<file path="src/rtl/clk_div_pkg.sv">
package clk_div_pkg;

    localparam int CPU_SEL_W_DEF = 8;
    localparam int USB_SEL_W_DEF = 4;
    localparam int BUS_W_DEF     = 32;

    typedef enum logic {
        REG_CPU = 1'b0,
        REG_USB = 1'b1
    } reg_addr_e;

endpackage

</file>
<file path="src/rtl/clk_div_regs.sv">
module clk_div_regs
    import clk_div_pkg::*;
#(
    parameter int CPU_W = CPU_SEL_W_DEF,
    parameter int USB_W = USB_SEL_W_DEF,
    parameter int BUS_W = BUS_W_DEF
) (
    input  logic              clk,
    input  logic              rst_n,
    input  logic              main_pll_conn,
    input  logic              wr_en,
    input  reg_addr_e         wr_addr,
    input  logic [BUS_W-1:0]  wr_data,
    input  reg_addr_e         rd_addr,
    output logic [BUS_W-1:0]  rd_data,
    output logic [CPU_W-1:0]  cpu_sel,
    output logic [USB_W-1:0]  usb_sel,
    output logic              cfg_err
);

    localparam logic [CPU_W-1:0] LOCK_MIN = CPU_W'(2);

    typedef struct packed {
        logic [CPU_W-1:0] cpu;
        logic [USB_W-1:0] usb;
        logic             err;
    } regs_t;

    regs_t regs_d, regs_q;
    logic  too_fast;

    always_comb begin
        regs_d   = regs_q;
        too_fast = main_pll_conn && (wr_data[CPU_W-1:0] < LOCK_MIN);
        if (wr_en) begin
            case (wr_addr)
                REG_CPU: begin
                    if (too_fast) regs_d.err = 1'b1;
                    else          regs_d.cpu = wr_data[CPU_W-1:0];
                end
                REG_USB: regs_d.usb = wr_data[USB_W-1:0];
                default: ;
            endcase
        end
    end

    always_ff @(posedge clk or negedge rst_n) begin
        if (!rst_n) regs_q <= '0;
        else        regs_q <= regs_d;
    end

    always_comb begin
        rd_data = '0;
        case (rd_addr)
            REG_CPU: rd_data[CPU_W-1:0] = regs_q.cpu;
            REG_USB: rd_data[USB_W-1:0] = regs_q.usb;
            default: ;
        endcase
    end

    assign cpu_sel = regs_q.cpu;
    assign usb_sel = regs_q.usb;
    assign cfg_err = regs_q.err;

endmodule

</file>
<file path="src/rtl/clk_div_cpu.sv">
module clk_div_cpu
    import clk_div_pkg::*;
#(
    parameter int SEL_W = CPU_SEL_W_DEF
) (
    input  logic             clk,
    input  logic             rst_n,
    input  logic [SEL_W-1:0] sel,
    output logic             tick_en,
    output logic [SEL_W-1:0] cnt
);

    typedef struct packed {
        logic [SEL_W-1:0] cnt;
    } cpu_st_t;

    cpu_st_t st_d, st_q;
    logic    at_term;

    always_comb begin
        st_d    = st_q;
        at_term = (st_q.cnt == '0);
        if (at_term) st_d.cnt = sel;
        else         st_d.cnt = st_q.cnt - SEL_W'(1);
    end

    always_ff @(posedge clk or negedge rst_n) begin
        if (!rst_n) st_q <= '0;
        else        st_q <= st_d;
    end

    assign tick_en = at_term;
    assign cnt     = st_q.cnt;

endmodule

</file>
<file path="src/rtl/clk_div_usb.sv">
module clk_div_usb
    import clk_div_pkg::*;
#(
    parameter int SEL_W = USB_SEL_W_DEF
) (
    input  logic             clk,
    input  logic             rst_n,
    input  logic [SEL_W-1:0] sel,
    input  logic             ext_conn,
    input  logic             ext_clk,
    output logic             clk_out,
    output logic [SEL_W-1:0] cnt,
    output logic             phase
);

    typedef struct packed {
        logic [SEL_W-1:0] cnt;
        logic             phase;
    } usb_st_t;

    usb_st_t st_d, st_q;

    always_comb begin
        st_d = st_q;
        if (st_q.cnt == '0) begin
            st_d.cnt   = sel;
            st_d.phase = ~st_q.phase;
        end else begin
            st_d.cnt   = st_q.cnt - SEL_W'(1);
        end
    end

    always_ff @(posedge clk or negedge rst_n) begin
        if (!rst_n) st_q <= '0;
        else        st_q <= st_d;
    end

    assign clk_out = ext_conn ? ext_clk : st_q.phase;
    assign cnt     = st_q.cnt;
    assign phase   = st_q.phase;

endmodule

</file>
<file path="src/rtl/clk_div_unit.sv">
module clk_div_unit #(
    parameter int CPU_SEL_W = 8,
    parameter int USB_SEL_W = 4,
    parameter int BUS_W     = 32
) (
    input  logic             pll_clk,
    input  logic             rst_n,
    input  logic             main_pll_conn,
    input  logic             usb_pll_conn,
    input  logic             usb_pll_clk,
    input  logic             wr_en,
    input  logic             wr_addr,
    input  logic [BUS_W-1:0] wr_data,
    input  logic             rd_addr,
    output logic [BUS_W-1:0] rd_data,
    output logic             cpu_clk_en,
    output logic             usb_clk,
    output logic             cfg_err
);

    logic [CPU_SEL_W-1:0] cpu_sel;
    logic [USB_SEL_W-1:0] usb_sel;
    logic [CPU_SEL_W-1:0] cpu_cnt;
    logic [USB_SEL_W-1:0] usb_cnt;
    logic                 usb_phase;

    clk_div_regs #(
        .CPU_W (CPU_SEL_W),
        .USB_W (USB_SEL_W),
        .BUS_W (BUS_W)
    ) u_regs (
        .clk           (pll_clk),
        .rst_n         (rst_n),
        .main_pll_conn (main_pll_conn),
        .wr_en         (wr_en),
        .wr_addr       (clk_div_pkg::reg_addr_e'(wr_addr)),
        .wr_data       (wr_data),
        .rd_addr       (clk_div_pkg::reg_addr_e'(rd_addr)),
        .rd_data       (rd_data),
        .cpu_sel       (cpu_sel),
        .usb_sel       (usb_sel),
        .cfg_err       (cfg_err)
    );

    clk_div_cpu #(
        .SEL_W (CPU_SEL_W)
    ) u_cpu (
        .clk     (pll_clk),
        .rst_n   (rst_n),
        .sel     (cpu_sel),
        .tick_en (cpu_clk_en),
        .cnt     (cpu_cnt)
    );

    clk_div_usb #(
        .SEL_W (USB_SEL_W)
    ) u_usb (
        .clk      (pll_clk),
        .rst_n    (rst_n),
        .sel      (usb_sel),
        .ext_conn (usb_pll_conn),
        .ext_clk  (usb_pll_clk),
        .clk_out  (usb_clk),
        .cnt      (usb_cnt),
        .phase    (usb_phase)
    );

endmodule

</file>
<file path="config.mk">
export PLATFORM = sky130hd
export DESIGN_NAME = clk_div_unit
export DESIGN_NICKNAME = d
export VERILOG_FILES = /design/src/rtl/clk_div_pkg.sv /design/src/rtl/clk_div_regs.sv /design/src/rtl/clk_div_cpu.sv /design/src/rtl/clk_div_usb.sv /design/src/rtl/clk_div_unit.sv
export SDC_FILE = /design/constraint.sdc
export NUM_CORES = 1
export LEC_CHECK = 0
export BUFFER_PORTS_ARGS = -buffer_cell sky130_fd_sc_hd__buf_2
export CAP_MARGIN = 20
export CORE_MARGIN = 10
export CORE_UTILIZATION = 45
export DETAILED_ROUTE_END_ITERATION = 7
export PLACE_DENSITY_LB_ADDON = 0.3
export SLEW_MARGIN = 10
export SYNTH_ARGS = -nofsm -noshare
export SYNTH_HDL_FRONTEND = slang
export SYNTH_SLANG_ARGS = --single-unit
</file>
<file path="constraint.sdc">
create_clock -name pll_clk -period 2 [get_ports pll_clk]
set_clock_uncertainty 0.1 [all_clocks]
set_input_delay 0.6 -clock pll_clk [delete_from_list [all_inputs] [get_ports pll_clk]]
set_output_delay 0.6 -clock pll_clk [all_outputs]
set_load 0.05 [all_outputs]
</file>
==> results of run 1 <==
-- registers in the layout, summed over array words and instances, names as in the netlist --
name / count
u_usb.phase: 1
u_regs.cfg_err: 1
u_regs.cpu_sel: 8
u_usb.cnt: 4
u_cpu.cnt: 8
u_regs.usb_sel: 4
-- Yosys cell counts, types with 2 or more instances --
master | instances | area share
ha_1 | 3 | 0.026
o31ai_1 | 2 | 0.010
mux2_2 | 15 | 0.12
nor2_1 | 2 | 0.0051
buf_4 | 24 | 0.12
nand2b_1 | 2 | 0.0085
o211ai_1 | 2 | 0.010
dfrtp_1 | 26 | 0.44
xnor2_1 | 2 | 0.012
nor3b_1 | 3 | 0.015
mux2i_1 | 2 | 0.014
o21ai_0 | 6 | 0.020
inv_1 | 11 | 0.028
nand2_1 | 7 | 0.018
nor4_1 | 2 | 0.0085
nor3_1 | 5 | 0.017
a21oi_1 | 4 | 0.014
nor2b_1 | 3 | 0.013
-- layout by cell type (no fill, tap or decap), types with 3 or more instances in the layout --
| master | n |
|---|---|
| dfrtp_1 | 26 |
| conb_1 | 24 |
| buf_4 | 22 |
| buf_2 | 21 |
| mux2_2 | 15 |
| inv_1 | 8 |
| nand2_1 | 6 |
| nor3_1 | 5 |
| clkbuf_4 | 5 |
| o21ai_0 | 4 |
| a21oi_1 | 4 |
| nor2b_1 | 3 |
-- per-layer routing --
layer | track usage | vias up | routed length (microns)
met1 | 0.103 | 512 | 1270
li1 | - | 528 | -
met2 | 0.195 | 42 | 1600
met4 | 0.0328 | 0 | 36
met5 | 0 | - | 0
met3 | 0.0490 | 4 | 335
-- how the worst max path moves through the flow --
stage | end | slack [ps] | cells past startpoint
after floorplan | rd_data[0] | -220 | 2
after global placement | cpu_clk_en | -20 | 6
after detailed placement | cpu_clk_en | -70 | 6
after CTS | cpu_clk_en | -170 | 6
after global routing | cpu_clk_en | -240 | 6
final | cpu_clk_en | -160 | 6
-- power by group --
group          switching (W)  leakage (nW)  internal, W
Combinational       0.000638         0.571     0.000553
Sequential          0.000145         0.309     0.000702
Clock               0.000149        0.0210     0.000111
Total               0.000931         0.901      0.00137
-- final cells by class --
type / count / share of cell area
clock buffer: 4 / 0.0198
timing repair buffer: 48 / 0.181
sequential: 26 / 0.356
multi-input combinational: 99 / 0.389
inverter: 11 / 0.0246
tap: 44 / 0.0301
-- per-stage QoR --
| stage | power, W | utilization | cell area [sq um] |
|---|---|---|---|
| final | 0.00230 | 0.594 | 1830 |
| after global routing | 0.00247 | 0.594 | 1830 |
| after CTS | 0.00224 | 0.579 | 1780 |
| after detailed placement | 0.00185 | 0.541 | 1670 |
| after global placement | 0.00179 | 0.541 | 1670 |
| after floorplan | 0.00155 | - | 1560 |
-- cell families after synthesis --
logic type,after synthesis,synth area share
buffers and inverters,37,0.157
adder cells (fa/ha/maj),3,0.0256
flip-flops,26,0.443
multiplexers,18,0.139
XOR/XNOR,3,0.0179
AO/OA/AOI/OAI,22,0.0989
AND/OR/NAND/NOR,29,0.116
other,1,0.00256
-- timing repair --
action,CTS,global route
setup endpoints to repair,3,3
endpoints found under the hold margin,0,0
resized for setup,12,4
pin swaps,2,1
setup buffers,5,4
==> flow_metrics.env, run 1 <==
export IMPL_maxCapViolCount=0
export IMPL_antenna_found_initial=0
export IMPL_grt_pass1_vias=1228
export IMPL_regArea_sq_um=651
export IMPL_max_stage_delay_ps=410
export IMPL_grt_pass1_wl_microns=5320
export IMPL_n_fill_cell=266
export IMPL_synth_cell_type_count=36
export IMPL_synth_cells=139
export IMPL_peakVddDrop_mv=0.557
export IMPL_multi_input_area_sq_um=711
export IMPL_fmax_mhz=464
export IMPL_worstPathMaxFanout=2
export IMPL_grt_max_degree=27
export IMPL_critPathLaunch="u_cpu.cnt[1]"
export IMPL_syn_area_per_cell_sq_um=10.6
export IMPL_fin_cells=232
export IMPL_cts_tree="built"
export IMPL_die_area_sq_mm=0.00595
export IMPL_crit_chain="inv_2, ha_4, nor3b_4, nand2_4, clkinvlp_4, buf_8"
export IMPL_nNetsFinal=232
export IMPL_violations="negative setup slack"
export IMPL_ant_nets=0
export IMPL_die_y_microns=77.1
export IMPL_pre_cts_ws_ps=-65.5
export IMPL_status="finished, violations left"
export IMPL_worst_pin_slew_ps=581
export IMPL_area_growth_pct=24.6
export IMPL_io_pins=75
export IMPL_finalHoldWorstSlack_ps=163
export IMPL_r2r_start="u_cpu.cnt[1]"
export IMPL_rsz0062_at_grt="true"
export IMPL_hold_viol=0
export IMPL_drc=0
export IMPL_post_route_period_util=1.08
export IMPL_drv_slew=0
export IMPL_synth_ff_type="dfrtp_1"
export IMPL_crit_family="flip-flops"
export IMPL_core_area_sq_mm=0.00308
export IMPL_start_util=0.477
export IMPL_clock_root_buffer="clkbuf_4"
export IMPL_routed_via_density=4.68
export IMPL_crit_buf_inv=3
export IMPL_totalWireLength_microns=3250
export IMPL_ys_seq_area_frac=0.443
export IMPL_grtUsageTotal=0.106
export IMPL_cts_buffer_depth=2
export IMPL_synth_area_sq_mm=0.00147
export IMPL_clk_latency_ps=310
export IMPL_required_ps=1300
export IMPL_hold_class="input port to async pin"
export IMPL_setup_slack_ps=-157
export IMPL_htreeDepth=1
export IMPL_grt_overflow_total=0
export IMPL_wl_per_cell_microns=14.0
export IMPL_cp_slowest_cell="dfrtp_1"
export IMPL_dpl_cell_count=219
export IMPL_cts_hold_buf=0
export IMPL_numCtsBuffers=3
export IMPL_gp_congestion=0.814
export IMPL_setup_viol=1
export IMPL_timing_reg2reg_setup_slack_ps=240
export IMPL_reg2reg_depth=9
export IMPL_worstSetupStartpointType="flop"
export IMPL_drive_gt1_frac=0.415
export IMPL_drtIter0Drc=49
export IMPL_dp_hpwl_microns=2550
export IMPL_num_rows=20
export IMPL_arrival_ps=1460
export IMPL_first_pass_iters=4
export IMPL_vias=1086
export IMPL_io_buffers=26
export IMPL_p_leak_nw=0.901
export IMPL_period_needed_ps=2160
export IMPL_endpoint_kind="primary output"
export IMPL_synth_edf_count=0
export IMPL_slew_headroom=0.610
export IMPL_die_x_microns=77.1
export IMPL_n_antenna_cell=0
export IMPL_critPathKind="flop to primary output"
export IMPL_postSynth_asyncResetShare=1.00
export IMPL_clk_pin_slew_worst_paths_ps=140
export IMPL_timing_rr_end="u_cpu.cnt[5]"
export IMPL_ys_ff_latch=26
export IMPL_cts_sinks=26
export IMPL_p_per_area_mw_per_mm2=1260
export IMPL_tns_ps=-157
export IMPL_yosys_warnings=0
Power figures use the tool's default switching activity.
==> run 2: changes to the inputs <==
==> constraint.sdc (replaced) <==
create_clock -name pll_clk -period 2 [get_ports pll_clk]
set_clock_uncertainty 0.1 [all_clocks]
set_input_delay 0.6 -clock pll_clk [delete_from_list [all_inputs] [get_ports pll_clk]]
set_output_delay 0.6 -clock pll_clk [all_outputs]
set_load 0.1 [all_outputs]
==> run 2 against run 1 <==
  * The flow still finishes with violations (negative setup slack)
  * Largest power group unchanged
  * Flip-flop and latch count did not move
  * Count of clock-buffer cells in the layout did not move
  * Sequential power rose by 5.2%
  * Core utilization rose by 5.7 points
  * Combinational power rose by 25%
  * Critical path type unchanged
  * Non-clock buffer count fell by 3
==> flow_metrics.env, run 2 (synthesis results as in run 1) <==
export IMPL_status="finished, violations left"
export IMPL_violations="negative setup slack"
export IMPL_vias=1111
export IMPL_clk_pin_slew_worst_paths_ps=150
export IMPL_dr_wl_met3_microns=387
export IMPL_cts_tree="built"
export IMPL_worst_pin_slew_ps=591
export IMPL_post_route_period_util=1.11
export IMPL_endpoint_kind="primary output"
export IMPL_p_leak_nw=0.934
export IMPL_grt_overflow_total=0
export IMPL_htreeDepth=1
export IMPL_fmax_mhz=450
export IMPL_dp_hpwl_microns=2520
export IMPL_numCtsBuffers=3
export IMPL_start_util=0.477
export IMPL_rsz0062_at_grt="true"
export IMPL_arrival_ps=1520
export IMPL_grtUsageTotal=0.113
export IMPL_gp_congestion=0.828
export IMPL_worstSetupStartpointType="flop"
export IMPL_totalWireLength_microns=3360
export IMPL_wl_per_cell_microns=14.7
export IMPL_critPathKind="flop to primary output"
export IMPL_hold_viol=0
export IMPL_wl_met1_microns=1320
export IMPL_worstPathMaxFanout=2
export IMPL_cts_hold_buf=0
export IMPL_finalHoldWorstSlack_ps=147
export IMPL_die_x_microns=77.1
export IMPL_die_y_microns=77.1
export IMPL_first_pass_iters=4
export IMPL_highest_layer="met4"
export IMPL_reg2reg_depth=13
export IMPL_num_rows=20
export IMPL_grt_pass1_vias=1222
export IMPL_drive_gt1_frac=0.454
export IMPL_clk_latency_ps=320
export IMPL_grt_max_degree=27
export IMPL_core_area_sq_mm=0.00308
export IMPL_io_pins=75
export IMPL_wl_met2_microns=1640
export IMPL_n_antenna_cell=0
export IMPL_clock_root_buffer="clkbuf_4"
export IMPL_drc=0
export IMPL_period_needed_ps=2220
export IMPL_cts_buffer_depth=2
export IMPL_io_buffers=26
export IMPL_required_ps=1300
export IMPL_hold_class="input port to async pin"
export IMPL_n_fill_cell=242
export IMPL_setup_slack_ps=-222
export IMPL_grt_pass1_wl_microns=5630
export IMPL_slew_headroom=0.603
export IMPL_fin_util=0.652
export IMPL_totalPowerFinal_w=0.00264
export IMPL_maxCapViolCount=0
export IMPL_die_area_sq_mm=0.00595
export IMPL_routed_via_density=4.85
export IMPL_drtIter0Drc=51
export IMPL_p_per_area_mw_per_mm2=1320
export IMPL_peakVddDrop_mv=0.592
export IMPL_nNetsFinal=229
export IMPL_layout_common_cells="conb_1 (24), dfrtp_1 (24), buf_4 (18)"
export IMPL_antenna_found_initial=0
export IMPL_tns_ps=-553
export IMPL_setup_viol=4
export IMPL_area_growth_pct=36.7
export IMPL_drv_slew=0
export IMPL_cts_sinks=26
export IMPL_ant_nets=0
run 2: cell count changes in the layout (fill, tap and decap cells not counted), moves of 2 or more:
| cell | change |
|---|---|
| nor2b_4 | +3 |
| o21ai_4 | +2 |
| mux2_2 | -2 |
| mux2_4 | +2 |
| nor2b_1 | -3 |
| buf_2 | -6 |
| dfrtp_2 | +2 |
| buf_4 | -4 |
| o21ai_1 | -2 |
| buf_12 | +9 |
| dfrtp_1 | -2 |
run 2: repair_timing:
item / 4_1_cts / 5_1_grt
pin swaps: 3 / 1
resized for setup: 8 / 1
setup buffers: 14 / 0
cloned: 0 / 0
setup endpoints to repair: 1 / 6
run 2: path summary, 6_finish.rpt:
path                                   start              to  slack, ps
worst max-delay path            u_cpu.cnt[0]      cpu_clk_en       -220
max in group asynchronous              rst_n    u_cpu.cnt[4]       1250
min in group pll_clk             u_usb.phase     u_usb.phase        370
worst min-delay path                   rst_n  u_regs.cfg_err        150
worst min register to register   u_usb.phase     u_usb.phase        370
worst max register to register  u_cpu.cnt[0]    u_cpu.cnt[4]       -120
run 2: through the flow:
step | instance area, sq um | setup WS (ps) | instances
floorplan | 1670 | -29.2 | 162
global placement | 1830 | 15.1 | 211
detailed placement | 1830 | 13.5 | 211
CTS | 2000 | -202 | 229
global route | 2010 | -293 | 229
finish | 2010 | -222 | 229
run 2: final cells by class:
class	count	area [sq um]	area share
Multi-Input combinational cell	99	787	0.392
Sequential cell	26	653	0.326
Timing Repair Buffer	45	429	0.214
Tap cell	44	55.1	0.0274
Inverter	11	45.0	0.0225
Clock buffer	4	36.3	0.0181
run 2: report_power, final:
group	internal [W]	total, W	switching, W
Combinational	0.000634	0.00149	0.000853
Sequential	0.000705	0.000891	0.000186
Clock	0.000111	0.000265	0.000153
run 2: worst max-delay path, cell delays in order, from the launching register on:
cell and delay (ps):
dfrtp_1 420, inv_2 90, ha_4 140, nor3b_4 200, nand2_2 100, clkinvlp_4 100
buf_12 160
run 2: metal layers:
metal  track usage  vias up
li1              -      524
met3        0.0513        2
met4        0.0328        0
met2         0.194       44
met1         0.121      541
met5             0        -
==> run 3: changes to the inputs <==
--- a/config.mk
+++ b/config.mk
@@ -11,6 +11,7 @@
 export CORE_UTILIZATION = 45
 export DETAILED_ROUTE_END_ITERATION = 7
 export PLACE_DENSITY_LB_ADDON = 0.3
+export RECOVER_POWER = 50
 export SLEW_MARGIN = 10
 export SYNTH_ARGS = -nofsm -noshare
 export SYNTH_HDL_FRONTEND = slang
==> run 3 against run 2 <==
  * The run still ends with negative setup slack left
  * Register-to-register slack about the same
  * Flip-flop and latch count unchanged
  * Die area did not move
  * Final cell count stayed put
  * Design area about the same
  * Routed wire length shrank 0.74%
  * First-iteration DRC count increased by 16%
  * Critical path type unchanged
  * Critical endpoint unchanged
  * Largest cell class unchanged
==> flow_metrics.env, run 3 (synthesis results as in run 1) <==
export IMPL_required_ps=1300
export IMPL_gp_congestion=0.828
export IMPL_hold_class="flop to flop"
export IMPL_cts_tree="built"
export IMPL_max_stage_delay_ps=420
export IMPL_violations="negative setup slack"
export IMPL_cts_buffer_depth=2
export IMPL_slew_headroom=0.0910
export IMPL_busiest_layer="met2"
export IMPL_drive_gt1_frac=0.449
export IMPL_nNetsFinal=229
export IMPL_grt_max_degree=27
export IMPL_setup_viol=4
export IMPL_totalPowerFinal_w=0.00264
export IMPL_grt_pass1_wl_microns=5630
export IMPL_clk_latency_ps=310
export IMPL_wl_per_cell_microns=14.6
export IMPL_peakVddDrop_mv=0.592
export IMPL_cp_slowest_cell="dfrtp_1"
export IMPL_num_rows=20
export IMPL_core_area_sq_mm=0.00308
export IMPL_drv_slew=0
export IMPL_die_y_microns=77.1
export IMPL_rsz0062_at_grt="true"
export IMPL_area_growth_pct=36.6
export IMPL_numCtsBuffers=3
export IMPL_hold_viol=0
export IMPL_vias=1108
export IMPL_dp_hpwl_microns=2520
export IMPL_crit_chain="inv_2, ha_4, nor3b_4, nand2_2, clkinvlp_4, buf_12"
export IMPL_cts_sinks=26
export IMPL_clk_pin_slew_worst_paths_ps=130
export IMPL_maxCapViolCount=0
export IMPL_first_pass_iters=4
export IMPL_io_pins=75
export IMPL_drc=0
export IMPL_ant_nets=0
export IMPL_io_buffers=26
export IMPL_worstSetupStartpointType="flop"
export IMPL_die_x_microns=77.1
export IMPL_totalWireLength_microns=3330
export IMPL_status="finished, violations left"
export IMPL_use_met1=0.121
export IMPL_n_antenna_cell=0
export IMPL_endpoint_kind="primary output"
export IMPL_power_switching_w=0.00119
export IMPL_p_per_area_mw_per_mm2=1320
export IMPL_die_area_sq_mm=0.00595
export IMPL_finalHoldWorstSlack_ps=367
export IMPL_reg2reg_depth=13
export IMPL_period_needed_ps=2220
export IMPL_worstPathMaxFanout=2
export IMPL_n_fill_cell=243
export IMPL_antenna_found_initial=0
export IMPL_use_met2=0.194
export IMPL_swShare=0.450
export IMPL_arrival_ps=1520
export IMPL_fin_util=0.651
export IMPL_worst_pin_slew_ps=1360
export IMPL_post_route_period_util=1.11
export IMPL_htreeDepth=1
export IMPL_drtIter0Drc=59
export IMPL_grtUsageTotal=0.113
export IMPL_layout_common_cells="conb_1 (24), dfrtp_1 (24), buf_4 (18)"
export IMPL_p_leak_nw=0.932
export IMPL_met3_usage=0.0513
export IMPL_setup_slack_ps=-221
export IMPL_grt_pass1_vias=1222
export IMPL_internal_power_w=0.00145
export IMPL_grt_overflow_total=0
export IMPL_clock_root_buffer="clkbuf_4"
export IMPL_routed_via_density=4.84
export IMPL_power_clock_fraction=0.097
export IMPL_start_util=0.477
export IMPL_pwr_share_comb=0.565
export IMPL_hold_path_depth=1
export IMPL_power_share_sequential=0.338
export IMPL_fmax_mhz=450
export IMPL_critPathKind="flop to primary output"
run 3: path summary, 6_finish.rpt:
path                                endpoint  slack (ps)         start
min in group asynchronous  u_regs.cpu_sel[5]         470         rst_n
setup reg to reg                u_cpu.cnt[4]        -130  u_cpu.cnt[0]
hold reg to reg                  u_usb.phase         370   u_usb.phase
max in group asynchronous       u_cpu.cnt[4]         450         rst_n
setup / recovery                  cpu_clk_en        -220  u_cpu.cnt[0]
hold / removal                   u_usb.phase         370   u_usb.phase
run 3: area by class of cell:
class,count,area [sq um],area share
inverter,11,45.0,0.0225
sequential,26,653,0.326
multi-input combinational,99,787,0.393
tap,44,55.1,0.0275
timing repair buffer,45,428,0.213
clock buffer,4,36.3,0.0181
run 3: power by group through the flow:
stage / Sequential (W) / Combinational (W) / Clock [W]
global route: 0.000922 / 0.00159 / 0.000293
detailed placement: 0.000911 / 0.00120 / 0
floorplan: 0.000872 / 0.000975 / 0
finish: 0.000891 / 0.00149 / 0.000256
CTS: 0.000886 / 0.00145 / 0.000267
global placement: 0.000894 / 0.00117 / 0
run 3: per-stage QoR:
step | setup slack, ps | cells | cell area [sq um] | TNS, ps
2_1_floorplan | -29.2 | 162 | 1670 | -37.4
3_3_place_gp | 15.1 | 211 | 1830 | 0
3_5_place_dp | 13.5 | 211 | 1830 | 0
4_1_cts | -202 | 229 | 2000 | -380
5_1_grt | -293 | 229 | 2000 | -803
6_report | -221 | 229 | 2000 | -586
run 3: routing by layer:
layer	up-vias	part of all wire
li1	525	-
met1	535	0.39
met2	46	0.49
met3	2	0.12
met4	0	0.0030
met5	-	0
run 3: critical path, delay by kind of cell, from the launching register on:
family,cells,cell delay [ps]
flops,1,420
fa+ha+maj,1,140
buf+inv,3,350
simple gates,2,300
run 3: what timing repair did:
item | CTS | global route
buffers inserted | 14 | 0
resized for setup | 8 | 1
setup endpoints to repair | 1 | 6
pin swaps | 3 | 1
endpoints found under the hold margin | 0 | 0
hold buffers | 0 | 0
